--- src/rtl/vseq_pkg.sv ---
package vseq_pkg;
  localparam int REG_RESET = 0;
  localparam int REG_CLOCK = 1;

  localparam int B_ARST_N = 0;
  localparam int B_SRST_N = 1;
  localparam int B_DOT8   = 0;
  localparam int B_HALF   = 2;
  localparam int B_DIV2   = 3;
  localparam int B_QUART  = 4;
  localparam int B_SCROFF = 5;

  typedef struct packed {
    logic arst_n;
    logic srst_n;
    logic dot8;
    logic half;
    logic div2;
    logic quart;
    logic scr_off;
  } seq_cfg_t;

  function automatic logic [7:0] reg_mask(input int idx);
    case (idx)
      0:       return 8'h03;
      1:       return 8'h3D;
      2:       return 8'h0F;
      3:       return 8'h3F;
      4:       return 8'h0E;
      default: return 8'h00;
    endcase
  endfunction
endpackage

--- src/rtl/vseq_regs.sv ---
module vseq_regs
  import vseq_pkg::*;
#(
  parameter int DATA_W   = 8,
  parameter int NUM_REGS = 5
) (
  input  logic              clk,
  input  logic              rst,
  input  logic              host_addr,
  input  logic              host_wr,
  input  logic              host_rd,
  input  logic [DATA_W-1:0] host_wdata,
  output logic [DATA_W-1:0] host_rdata,
  output seq_cfg_t          cfg
);
  localparam int IW = $clog2(NUM_REGS);

  logic [DATA_W-1:0] idx_q;
  logic [DATA_W-1:0] regs_q [NUM_REGS];
  logic              hit;
  logic [IW-1:0]     sel;

  assign hit = idx_q < DATA_W'(NUM_REGS);
  assign sel = idx_q[IW-1:0];

  always_ff @(posedge clk) begin
    if (rst) begin
      idx_q      <= '0;
      host_rdata <= '0;
      for (int i = 0; i < NUM_REGS; i++) regs_q[i] <= '0;
    end else begin
      if (host_wr && !host_addr) idx_q <= host_wdata;
      for (int i = 0; i < NUM_REGS; i++) begin
        if (host_wr && host_addr && hit && (sel == IW'(i)))
          regs_q[i] <= host_wdata & DATA_W'(reg_mask(i));
      end
      if (host_rd) begin
        if (!host_addr)  host_rdata <= idx_q;
        else if (hit)    host_rdata <= regs_q[sel];
        else             host_rdata <= '0;
      end
    end
  end

  assign cfg.arst_n  = regs_q[REG_RESET][B_ARST_N];
  assign cfg.srst_n  = regs_q[REG_RESET][B_SRST_N];
  assign cfg.dot8    = regs_q[REG_CLOCK][B_DOT8];
  assign cfg.half    = regs_q[REG_CLOCK][B_HALF];
  assign cfg.div2    = regs_q[REG_CLOCK][B_DIV2];
  assign cfg.quart   = regs_q[REG_CLOCK][B_QUART];
  assign cfg.scr_off = regs_q[REG_CLOCK][B_SCROFF];
endmodule

--- src/rtl/vseq_dotgen.sv ---
module vseq_dotgen #(
  parameter int DOTS_WIDE = 9,
  parameter int DOTS_NARROW = 8
) (
  input  logic clk,
  input  logic rst,
  input  logic run,
  input  logic stop_now,
  input  logic div2,
  input  logic dot8,
  output logic dot_tick,
  output logic char_tick
);
  localparam int CW = $clog2(DOTS_WIDE);

  logic          ph_q;
  logic [CW-1:0] dc_q;
  logic [CW-1:0] last;
  logic          live;

  assign live      = run && !stop_now;
  assign last      = dot8 ? CW'(DOTS_NARROW - 1) : CW'(DOTS_WIDE - 1);
  assign dot_tick  = live && (!div2 || ph_q);
  assign char_tick = dot_tick && (dc_q >= last);

  always_ff @(posedge clk) begin
    if (rst || !live) begin
      ph_q <= 1'b0;
      dc_q <= '0;
    end else begin
      ph_q <= div2 ? !ph_q : 1'b0;
      if (dot_tick) dc_q <= (dc_q >= last) ? '0 : dc_q + 1'b1;
    end
  end
endmodule

--- src/rtl/vseq_loadgen.sv ---
module vseq_loadgen #(
  parameter int MAX_INTERVAL = 4
) (
  input  logic clk,
  input  logic rst,
  input  logic run,
  input  logic stop_now,
  input  logic char_tick,
  input  logic half,
  input  logic quart,
  output logic load_tick
);
  localparam int LW = $clog2(MAX_INTERVAL);

  logic [LW-1:0] lc_q;
  logic [LW-1:0] last;

  // the quarter-rate bit outranks the half-rate bit
  assign last      = quart ? LW'(MAX_INTERVAL - 1) : (half ? LW'(1) : LW'(0));
  assign load_tick = char_tick && (lc_q >= last);

  always_ff @(posedge clk) begin
    if (rst || !run || stop_now) lc_q <= '0;
    else if (char_tick) lc_q <= (lc_q >= last) ? '0 : lc_q + 1'b1;
  end
endmodule

--- src/rtl/vid_seq_ctrl.sv ---
module vid_seq_ctrl
  import vseq_pkg::*;
#(
  parameter int DATA_W   = 8,
  parameter int NUM_REGS = 5
) (
  input  logic              clk,
  input  logic              rst,
  input  logic              host_addr,
  input  logic              host_wr,
  input  logic              host_rd,
  input  logic [DATA_W-1:0] host_wdata,
  output logic [DATA_W-1:0] host_rdata,
  output logic              dot_en,
  output logic              char_en,
  output logic              ser_load,
  output logic              blank_req,
  output logic              running
);
  seq_cfg_t cfg;
  logic     run_q;
  logic     dot_tick, char_tick, load_tick;
  logic     stop_now;
  logic     cfg_div2, cfg_arst_n;

  assign stop_now   = !cfg.arst_n;
  assign cfg_div2   = cfg.div2;
  assign cfg_arst_n = cfg.arst_n;

  vseq_regs #(.DATA_W(DATA_W), .NUM_REGS(NUM_REGS)) u_regs (
    .clk(clk), .rst(rst), .host_addr(host_addr), .host_wr(host_wr),
    .host_rd(host_rd), .host_wdata(host_wdata), .host_rdata(host_rdata),
    .cfg(cfg)
  );

  vseq_dotgen u_dot (
    .clk(clk), .rst(rst), .run(run_q), .stop_now(stop_now),
    .div2(cfg.div2), .dot8(cfg.dot8),
    .dot_tick(dot_tick), .char_tick(char_tick)
  );

  vseq_loadgen u_load (
    .clk(clk), .rst(rst), .run(run_q), .stop_now(stop_now),
    .char_tick(char_tick), .half(cfg.half), .quart(cfg.quart),
    .load_tick(load_tick)
  );

  always_ff @(posedge clk) begin
    if (rst) begin
      run_q     <= 1'b0;
      dot_en    <= 1'b0;
      char_en   <= 1'b0;
      ser_load  <= 1'b0;
      blank_req <= 1'b0;
    end else begin
      if (!cfg.arst_n)      run_q <= 1'b0;
      else if (!cfg.srst_n) run_q <= run_q && !char_tick;
      else                  run_q <= 1'b1;
      dot_en    <= dot_tick;
      char_en   <= char_tick;
      ser_load  <= load_tick;
      blank_req <= cfg.scr_off;
    end
  end

  assign running = run_q;
endmodule

--- config.mk ---
export PLATFORM = sky130hd
export DESIGN_NAME = vid_seq_ctrl
export DESIGN_NICKNAME = d
export VERILOG_FILES = /design/src/rtl/vseq_pkg.sv /design/src/rtl/vseq_regs.sv /design/src/rtl/vseq_dotgen.sv /design/src/rtl/vseq_loadgen.sv /design/src/rtl/vid_seq_ctrl.sv
export SDC_FILE = /design/constraint.sdc
export NUM_CORES = 1
export LEC_CHECK = 0
export BUFFER_PORTS_ARGS = -buffer_cell sky130_fd_sc_hd__buf_4
export CAP_MARGIN = 20
export CORE_ASPECT_RATIO = 1.25
export CORE_MARGIN = 2
export CORE_UTILIZATION = 49
export DETAILED_ROUTE_END_ITERATION = 10
export PLACE_DENSITY = 0.66
export SETUP_SLACK_MARGIN = 0.05
export SYNTH_ARGS = -nofsm -noshare
export SYNTH_HDL_FRONTEND = slang
export SYNTH_SLANG_ARGS = --single-unit
--- constraint.sdc ---
create_clock -name clk -period 2.8 [get_ports clk]
set_input_delay 0.28 -clock clk [delete_from_list [all_inputs] [get_ports clk]]
set_output_delay 0.28 -clock clk [all_outputs]
set_load 0.1 [all_outputs]
======== After elaboration in Yosys (flattened, before gate mapping) ========
Memory sizes are Yosys's and may differ from the RTL's. A register that Yosys moved wholly into a read port is not among the register bits.
Cells that the tools add are included.
storage, ports and cells
  input bits .............................. 13
  memory bits (writable) .................. 40
  output and inout bits ................... 13
  register bits ........................... 28
  memories kept ........................... 1
memory list
  memory         words  width  read ports  clocked after memory_dff  write ports  line             source
  u_regs.regs_q  5      8      3           1                         5            vseq_regs.sv:19  logic [DATA_W-1:0] regs_q [NUM_REGS];
cells by class
  multiplexer cells ....................... 42
  bitwise logic cells ..................... 12
  reduce and logical (&&, ||, !) cells .... 27
  equality and inequality tests ........... 4
  add/sub/neg operators ................... 2
  order comparisons ....................... 3
operators by type and width
  kind                 number
  $mux 8               17
  $and 8x8->8          5
  $mux 1               19
  $logic_and 1x1->1    13
  $lt 8x3->1 const B   1
  $mux 4               2
  $logic_not 1->1      7
  $eq 3x2->1 const B   2
  $mux 3               2
  $or 1x1->1           5
  $add 4x1->4 const B  1
  $ge 4x4->1           1
  $logic_or 1x1->1     4
  $mux 2               2
  $reduce_or 2->1      2
  $eq 3x1->1 const B   1
  $eq 3x3->1 const B   1
  $logic_not 3->1      1
  $add 2x1->2 const B  1
  $ge 2x2->1           1
  $not 1->1            2

======== Logic depth before layout (Yosys ltp) ========
Gate-level depths: netlist (run 1).
An unclocked memory read counts as a cell.
  depth after elaboration ................. 8
  gate-level depth with buffers ........... 7
  gate-level depth less buffers ........... 7

======== Hierarchy ========
A second synthesis (run 1) with hierarchy kept.
second synthesis, totals
  cells, all modules ...................... 215
  area, all modules ....................... 2363.5 um^2
by module, submodules not included
  module        instances  cells each  area each (um^2)
  vseq_regs     1          140         1676.6
  vseq_dotgen   1          41          360.3
  vseq_loadgen  1          21          167.7
  vid_seq_ctrl  1          13          158.9

======== Worst setup path after synthesis (run 1) ========
OpenSTA, ideal clock, no wires.
  kind .................................... reg2reg
  start ................................... reg run_q, in the netlist running
  end ..................................... reg u_load.lc_q[0]
  setup slack ............................. 849 ps
  setup time .............................. 127 ps
  cell stages (with the launch flop) ...... 5
  data arrival time ....................... 1823 ps
  buffers on the path ..................... 0
  cells stage by stage .................... dfxtp_1 -> nand3_1 -> a211oi_2 -> mux2i_1 -> nor2_1
on the way
  cells in the longest elaborated chain, start to end .. 3
ends and longest elaborated chain
  element                                                line                                   source
  start, declared                                        vid_seq_ctrl.sv:21                     logic run_q;
  start signal, assigned                                 vid_seq_ctrl.sv:57                     else if (!cfg.srst_n) run_q <= run_q && !char_tick;
  $logic_and 1x1->1 or $logic_not 1->1 (tied branches)   vseq_dotgen.sv:21, vseq_loadgen.sv:23
  $logic_and 1x1->1 or $logic_or 1x1->1 (tied branches)  vseq_dotgen.sv:23, vseq_loadgen.sv:23
  $logic_and 1x1->1 or $logic_or 1x1->1 (tied branches)  vseq_dotgen.sv:24, vseq_loadgen.sv:23
  end signal, assigned                                   vseq_loadgen.sv:24                     else if (char_tick) lc_q <= (lc_q >= last) ? '0 : lc_q + 1'b1;
  end, declared                                          vseq_loadgen.sv:15                     logic [LW-1:0] lc_q;
Several ways; a longest one is shown, not always the timed one.
A chain may end at the register's enable or synchronous reset.

==> results of run 1 <==
layout make-up:
| class | count | area share (%) |
|---|---|---|
| clock buffers | 5 | 2.74 |
| flip-flops and latches | 51 | 48.6 |
| repair buffers | 25 | 7.46 |
| inverters | 14 | 2.09 |
| clock inverters | 3 | 1.74 |
| well taps | 58 | 2.89 |
| multi-input cells | 137 | 34.5 |
cells in the mapped netlist (all sizes together) (2+ instances only):
cell type  number
clkbuf          5
xor2            2
o21ai          20
nand3           3
inv            14
a21o            2
nand2           7
edfxtp         20
a21oi          25
nand3b          2
nor3b           2
and2            7
nor2           22
nand4           2
nor2b           4
nor3            5
mux2i           6
buf             3
dfxtp          31
nand2b          4
nor4            3
a31o            3
ha              7
flip-flops by register name (all words and copies together), names as in the netlist, named ones only:
name,count
blank_req,1
char_en,1
dot_en,1
running,1
ser_load,1
u_dot.dc_q,4
u_dot.ph_q,1
u_load.lc_q,2
u_regs.host_rdata,8
u_regs.idx_q,8
u_regs.regs_q,20
per-layer routing:
metal	track usage (%)	vias to the layer above	share of wire, %
li1	-	782	-
met1	20.2	710	42
met2	33.2	25	53
met3	3.44	9	2.6
met4	9.13	0	1.8
met5	0	-	0
power by group:
group / leakage [µW] / switching, µW / internal (µW)
Clock: 0.0000581 / 246 / 266
Combinational: 0.000448 / 115 / 57.0
Sequential: 0.000459 / 21.2 / 802
cell families (layout without fill, tap and decap cells):
family / Yosys count / in the layout
muxes: 8 / 8
and+or+nand+nor: 66 / 66
AOI/OAI and AO/OA: 54 / 54
xor gates and xnor gates: 2 / 2
DFF: 51 / 51
adders and majority gates: 7 / 7
buffers and inverters: 22 / 47
tightest hold or removal path: cells and delay by family:
kind          cells  cell delay, ns
buf+inv           1            0.08
mux               1            0.05
simple gates      1            0.07
per-stage QoR:
step	util (%)	hold slack (ns)	cell area (µm²)
6_report	58.2	0.201	2510
2_1_floorplan	-	0.352	2180
4_1_cts	58.2	0.191	2510
3_3_place_gp	55.6	0.459	2400
3_5_place_dp	55.6	0.458	2400
5_1_grt	58.2	0.195	2510
worst max-delay path by stage:
stage / slack [ns] / start / to / cells after the start
after CTS: 0.99 / u_regs.regs_q[1][4] / u_load.lc_q[1] / 7
after global routing: 0.85 / u_regs.regs_q[1][4] / u_load.lc_q[1] / 7
after detailed placement: 1.03 / u_regs.regs_q[1][4] / u_load.lc_q[1] / 7
after floorplan: 0.85 / running / u_load.lc_q[0] / 4
final: 0.99 / u_regs.regs_q[1][4] / u_load.lc_q[1] / 7
after global placement: 1.05 / u_regs.regs_q[1][4] / u_load.lc_q[1] / 7
==> results.py, run 1 <==
metrics = {
    "yosys": {
        "yosysSeqAreaShare_pct": 56.1,
        "yosysTopAreaCell": "dfxtp_1",
        "synth_area_um2": 2180,
        "synth_top_area_share_pct": 28.5,
        "ys_seq_elements": 51,
        "synth-compound-area-share_pct": 13.9,
        "synth.area.mux_share_pct": 4.31,
        "async_flop_share_pct": 0,
        "avgSynthCellArea_um2": 10.4,
        "synthXorXnorAreaFrac_pct": 0.805,
        "synth-main-ff-cell": "dfxtp_1",
        "synth_nets": 230,
        "synth_area_leaders": "dfxtp_1, edfxtp_1, a21oi_1, o21ai_0, ha_1",
        "yosys.cell_types.count": 37,
        "synth_cells": 210,
        "synth_edf_count": 20,
        "yosys.area_share.simple_pct": 16.9,
        "ys_warn_count": 0,
        "synth-adder-area-share_pct": 4.03,
        "synth_top_family_by_area": "simple AND/OR/NAND/NOR gates",
    },
    "worst_hold_path": {
        "worstHoldPathCells": 3,
        "hold_end": "u_regs.idx_q[6]",
        "hp-class": "in2reg",
        "worstHoldStart": "host_wdata[6]",
    },
    "placed_design": {
        "dp.cells": 285,
        "hpwlAfterDp_mm": 3.12,
        "io_buffer_count": 25,
        "dp_slack_ns": 1.03,
        "gp_congestion": 0.780,
    },
    "worst_setup_path": {
        "crit_type": "reg2reg",
        "crit_slowest_cell": "edfxtp_1",
        "path_cells": "or2_2 -> ha_1 -> nand2b_1 -> a21oi_1 -> and2_1 -> o31ai_1 -> a21oi_1",
        "path_buf_inv": 0,
        "reg2reg_to": "u_load.lc_q[1]",
        "r2r-start": "u_regs.regs_q[1][4]",
        "worstPathArrival_ns": 2.04,
        "r2r.worst_path.cells": 7,
        "r2r_slack_ns": 0.99,
        "start_kind": "flop",
        "cp-end-kind": "flop",
        "slowest_delay_ns": 0.39,
        "crit_top_cell": "a21oi_1",
        "crit_required_ns": 3.04,
        "path_delay_family": "simple AND/OR/NAND/NOR gates",
        "cp_max_fo": 3,
    },
    "finish": {
        "layout-drive-gt1-share_pct": 18.3,
        "nNetsFinal": 254,
        "nFillCells": 422,
        "final_cells": 293,
        "area.sequential_um2": 1220,
        "final_common_cell": "dfxtp_1",
        "syn2layout_area_growth_pct": 15.6,
        "mostFrequentLayoutCells": "dfxtp_1, a21oi_1, buf_4",
        "multiInputGateArea_um2": 868,
        "antenna_cells": 0,
    },
    "global_routing": {
        "antenna_found_initial": 0,
        "grt_overflow": 0,
        "grtUsageTotal_pct": 18.3,
        "grt_pass1_vias": 1466,
        "grt_pass1_wl_mm": 6.84,
        "grt_max_degree": 25,
    },
    "cts": {
        "cts_setup_buffers": 0,
        "cts_tree": "built",
        "clock_latency_ns": 0.31,
        "clockBufferDepth": 2,
        "numClockSinks": 51,
        "numCtsBuffers": 5,
        "cts_resized": 0,
        "h-tree-depth": 2,
        "cts_root_buf": "clkbuf_8",
        "clk_pin_slew_worst_paths_ns": 0.10,
        "hold_buffers": 0,
    },
    "drt": {
        "drc_errors": 0,
        "wl_per_cell_um": 14.2,
        "vias": 1526,
        "via_per_inst": 5.21,
        "dr.pass1.iters": 4,
        "wl_mm": 4.16,
        "drt_iter0_drc": 65,
        "ant_nets": 0,
    },
    "floorplanning": {
        "die_w_um": 63.6,
        "die_y_um": 78.5,
        "initial_core_util_pct": 50.3,
        "rows": 27,
        "core_um2": 4320,
        "die_area_um2": 4990,
        "io_pins": 26,
    },
    "sta": {
        "fin_crit_ns": 1.81,
        "finalHoldViolCount": 0,
        "fin_skew_ns": 0.0104,
        "worst_slack_ns": 0.994,
        "drv_slew": 0,
        "slew_headroom_pct": 39.9,
        "worst_slew_pin_slew_ns": 0.900,
        "finalSetupTns_ns": 0,
        "fmax_mhz": 554,
        "rsz0062_at_grt": "false",
        "finalSetupViolations": 0,
        "finalCritPeriodShare_pct": 64.5,
    },
    "pwr": {
        "p_total_uw": 1510,
        "irDropWorstVdd_uv": 310,
        "power_leakage_uw": 0.000965,
        "p_per_area_nw_per_um2": 599,
    },
    "status": {
        "status": "finished, final reports clean",
    },
    "run": {
        "max_cap_viol_count": 0,
    },
}
(Power assumes the default switching activity.)
==> inputs of run 2 (changes only) <==
==> constraint.sdc (replaced) <==
create_clock -name clk -period 1.7 [get_ports clk]
set_input_delay 0.17 -clock clk [delete_from_list [all_inputs] [get_ports clk]]
set_output_delay 0.17 -clock clk [all_outputs]
set_load 0.1 [all_outputs]
==> run 2 against run 1 <==
  * Sequential share of layout area shrank 2.7 points
  * Sequential cell count unchanged
  * Power grew 57%
  * Critical path depth stayed put
  * Routed wire length grew 4.4%
  * Hold slack got worse by 0.099 ns
  * Register-to-register slack worse by 0.97 ns
  * Clock-buffer cell count unchanged
  * Combinational power is 85% higher
  * Non-clock buffer count up 10
  * Maximum frequency grew 7.9%
  * Die area unchanged
  * Critical endpoint unchanged
  * Largest cell class unchanged
  * Largest power group unchanged
==> results.py, run 2 (synthesis gave the netlist of run 1 again) <==
metrics = {
    "floorplanning": {
        "initial_core_util_pct": 50.3,
        "io_pins": 26,
        "die_y_um": 78.5,
        "die_w_um": 63.6,
        "core_um2": 4320,
        "die_area_um2": 4990,
        "rows": 27,
    },
    "placed_design": {
        "dp_slack_ns": -0.0314,
        "gp_congestion": 0.775,
        "hpwlAfterDp_mm": 3.15,
        "io_buffer_count": 25,
        "dp.cells": 292,
        "placed_area_um2": 2460,
    },
    "global_routing": {
        "grt_pass1_vias": 1523,
        "grt_pass1_wl_mm": 6.89,
        "grt_max_degree": 25,
        "grt_overflow": 0,
        "grtUsageTotal_pct": 18.0,
        "antenna_found_initial": 0,
    },
    "sta": {
        "fin_crit_ns": 1.67,
        "whs_ns": 0.102,
        "slew_headroom_pct": 73.5,
        "drv_slew": 0,
        "rsz0062_at_grt": "true",
        "worst_slack_ns": 0.0265,
        "finalHoldViolCount": 0,
        "worst_slew_pin_slew_ns": 0.397,
        "fmax_mhz": 598,
        "fin_skew_ns": 0.00784,
        "finalCritPeriodShare_pct": 98.4,
        "finalSetupViolations": 0,
    },
    "cts": {
        "numClockSinks": 51,
        "hold_buffers": 0,
        "h-tree-depth": 2,
        "cts_root_buf": "clkbuf_8",
        "cts_tree": "built",
        "clock_latency_ns": 0.30,
        "numCtsBuffers": 5,
        "clockBufferDepth": 2,
        "clk_pin_slew_worst_paths_ns": 0.09,
    },
    "run": {
        "max_cap_viol_count": 0,
    },
    "worst_setup_path": {
        "r2r-start": "u_regs.regs_q[1][4]",
        "crit_required_ns": 1.88,
        "path_buf_inv": 0,
        "cp-end-kind": "flop",
        "worstPathArrival_ns": 1.85,
        "start_kind": "flop",
        "crit_type": "reg2reg",
        "crit_slowest_cell": "edfxtp_1",
        "r2r.worst_path.cells": 7,
        "cp_max_fo": 2,
        "slowest_delay_ns": 0.40,
        "reg2reg_to": "u_load.lc_q[1]",
        "path_delay_family": "simple AND/OR/NAND/NOR gates",
        "r2r_slack_ns": 0.03,
        "path_cells": "or2_4 -> ha_4 -> nand2b_4 -> a21oi_4 -> and2_4 -> o31ai_2 -> a21oi_1",
    },
    "drt": {
        "drt_iter0_drc": 37,
        "via_per_inst": 5.18,
        "wl_mm": 4.35,
        "wl_per_cell_um": 14.3,
        "vias": 1570,
        "drc_errors": 0,
        "ant_nets": 0,
        "dr.pass1.iters": 4,
    },
    "finish": {
        "largestRegisters": "u_regs.regs_q: 20 flops, u_regs.host_rdata: 8 flops, u_regs.idx_q: 8 flops",
        "nFillCells": 387,
        "antenna_cells": 0,
        "finalInstanceArea_um2": 2670,
        "final_cells": 303,
        "mostFrequentLayoutCells": "buf_4, dfxtp_1, a21oi_1",
        "layout-drive-gt1-share_pct": 27.3,
        "multiInputGateArea_um2": 966,
        "final_common_cell": "buf_4",
        "top_register": "u_regs.regs_q",
        "syn2layout_area_growth_pct": 22.5,
        "area.sequential_um2": 1220,
        "nNetsFinal": 264,
        "largest_reg_flops": 20,
    },
    "pwr": {
        "p_per_area_nw_per_um2": 886,
        "p_total_uw": 2360,
        "power_leakage_uw": 0.00102,
        "irDropWorstVdd_uv": 478,
    },
    "worst_hold_path": {
        "hp-class": "in2reg",
        "hold_end": "u_regs.idx_q[4]",
        "worstHoldStart": "host_wdata[4]",
        "worstHoldPathCells": 3,
    },
    "status": {
        "status": "finished, final reports clean",
    },
}
[run 2: cell count changes in the layout (fill, tap and decap cells not counted), moves of 2 or more]
cell,previous run,this run
o21ai_0,20,18
ha_1,7,5
clkinvlp_4,0,2
nor2_1,22,20
buf_4,25,35
ha_4,0,2
[run 2: stage by stage]
stage          util (%)  setup TNS [ns]
2_1_floorplan         -               0
3_3_place_gp       56.8        -0.00688
3_5_place_dp       56.8         -0.0468
4_1_cts            59.6               0
5_1_grt            61.6         -0.0669
6_report           61.6               0
[run 2: worst max path at each step]
stage	startpoint	endpoint	depth (start not counted)
final	u_regs.regs_q[1][4]	u_load.lc_q[1]	7
after global routing	u_regs.regs_q[1][0]	u_load.lc_q[0]	6
after floorplan	u_regs.regs_q[1][4]	u_load.lc_q[1]	7
after CTS	u_regs.regs_q[1][4]	u_load.lc_q[1]	7
after global placement	u_regs.regs_q[1][2]	u_load.lc_q[1]	7
after detailed placement	u_regs.regs_q[1][2]	u_load.lc_q[1]	7
[run 2: routing by layer]
metal / vias up / routed length (µm) / part of all wire (%) / global-route usage [%]
li1: 809 / - / - / -
met1: 729 / 1840 / 42 / 19.7
met2: 27 / 2340 / 54 / 34.5
met3: 5 / 119 / 2.7 / 3.58
met4: 0 / 52 / 1.2 / 5.43
met5: - / 0 / 0 / 0
[run 2: worst register-to-register path: stages (launching register included)]
cell	delay (ns)
edfxtp_1	0.40
or2_4	0.27
ha_4	0.26
nand2b_4	0.11
a21oi_4	0.05
and2_4	0.14
o31ai_2	0.23
a21oi_1	0.10
[run 2: cell type report]
cell class / instances / area share [%]
clock buffers: 5 / 2.58
clock inverters: 3 / 0.751
repair buffers: 35 / 9.86
inverters: 14 / 1.97
well taps: 58 / 2.72
multi-input cells: 137 / 36.2
flip-flops and latches: 51 / 45.9
[run 2: what timing repair did]
item | CTS | global route
pin swaps | 6 | 3
setup endpoints to repair | 7 | 26
setup buffers | 2 | 1
gates resized for setup | 8 | 13
[run 2: power by group]
group | leakage (µW) | switching (µW) | internal [µW]
Sequential | 0.000459 | 36.4 | 1320
Clock | 0.0000402 | 400 | 287
Combinational | 0.000519 | 200 | 117
Total | 0.00102 | 636 | 1720
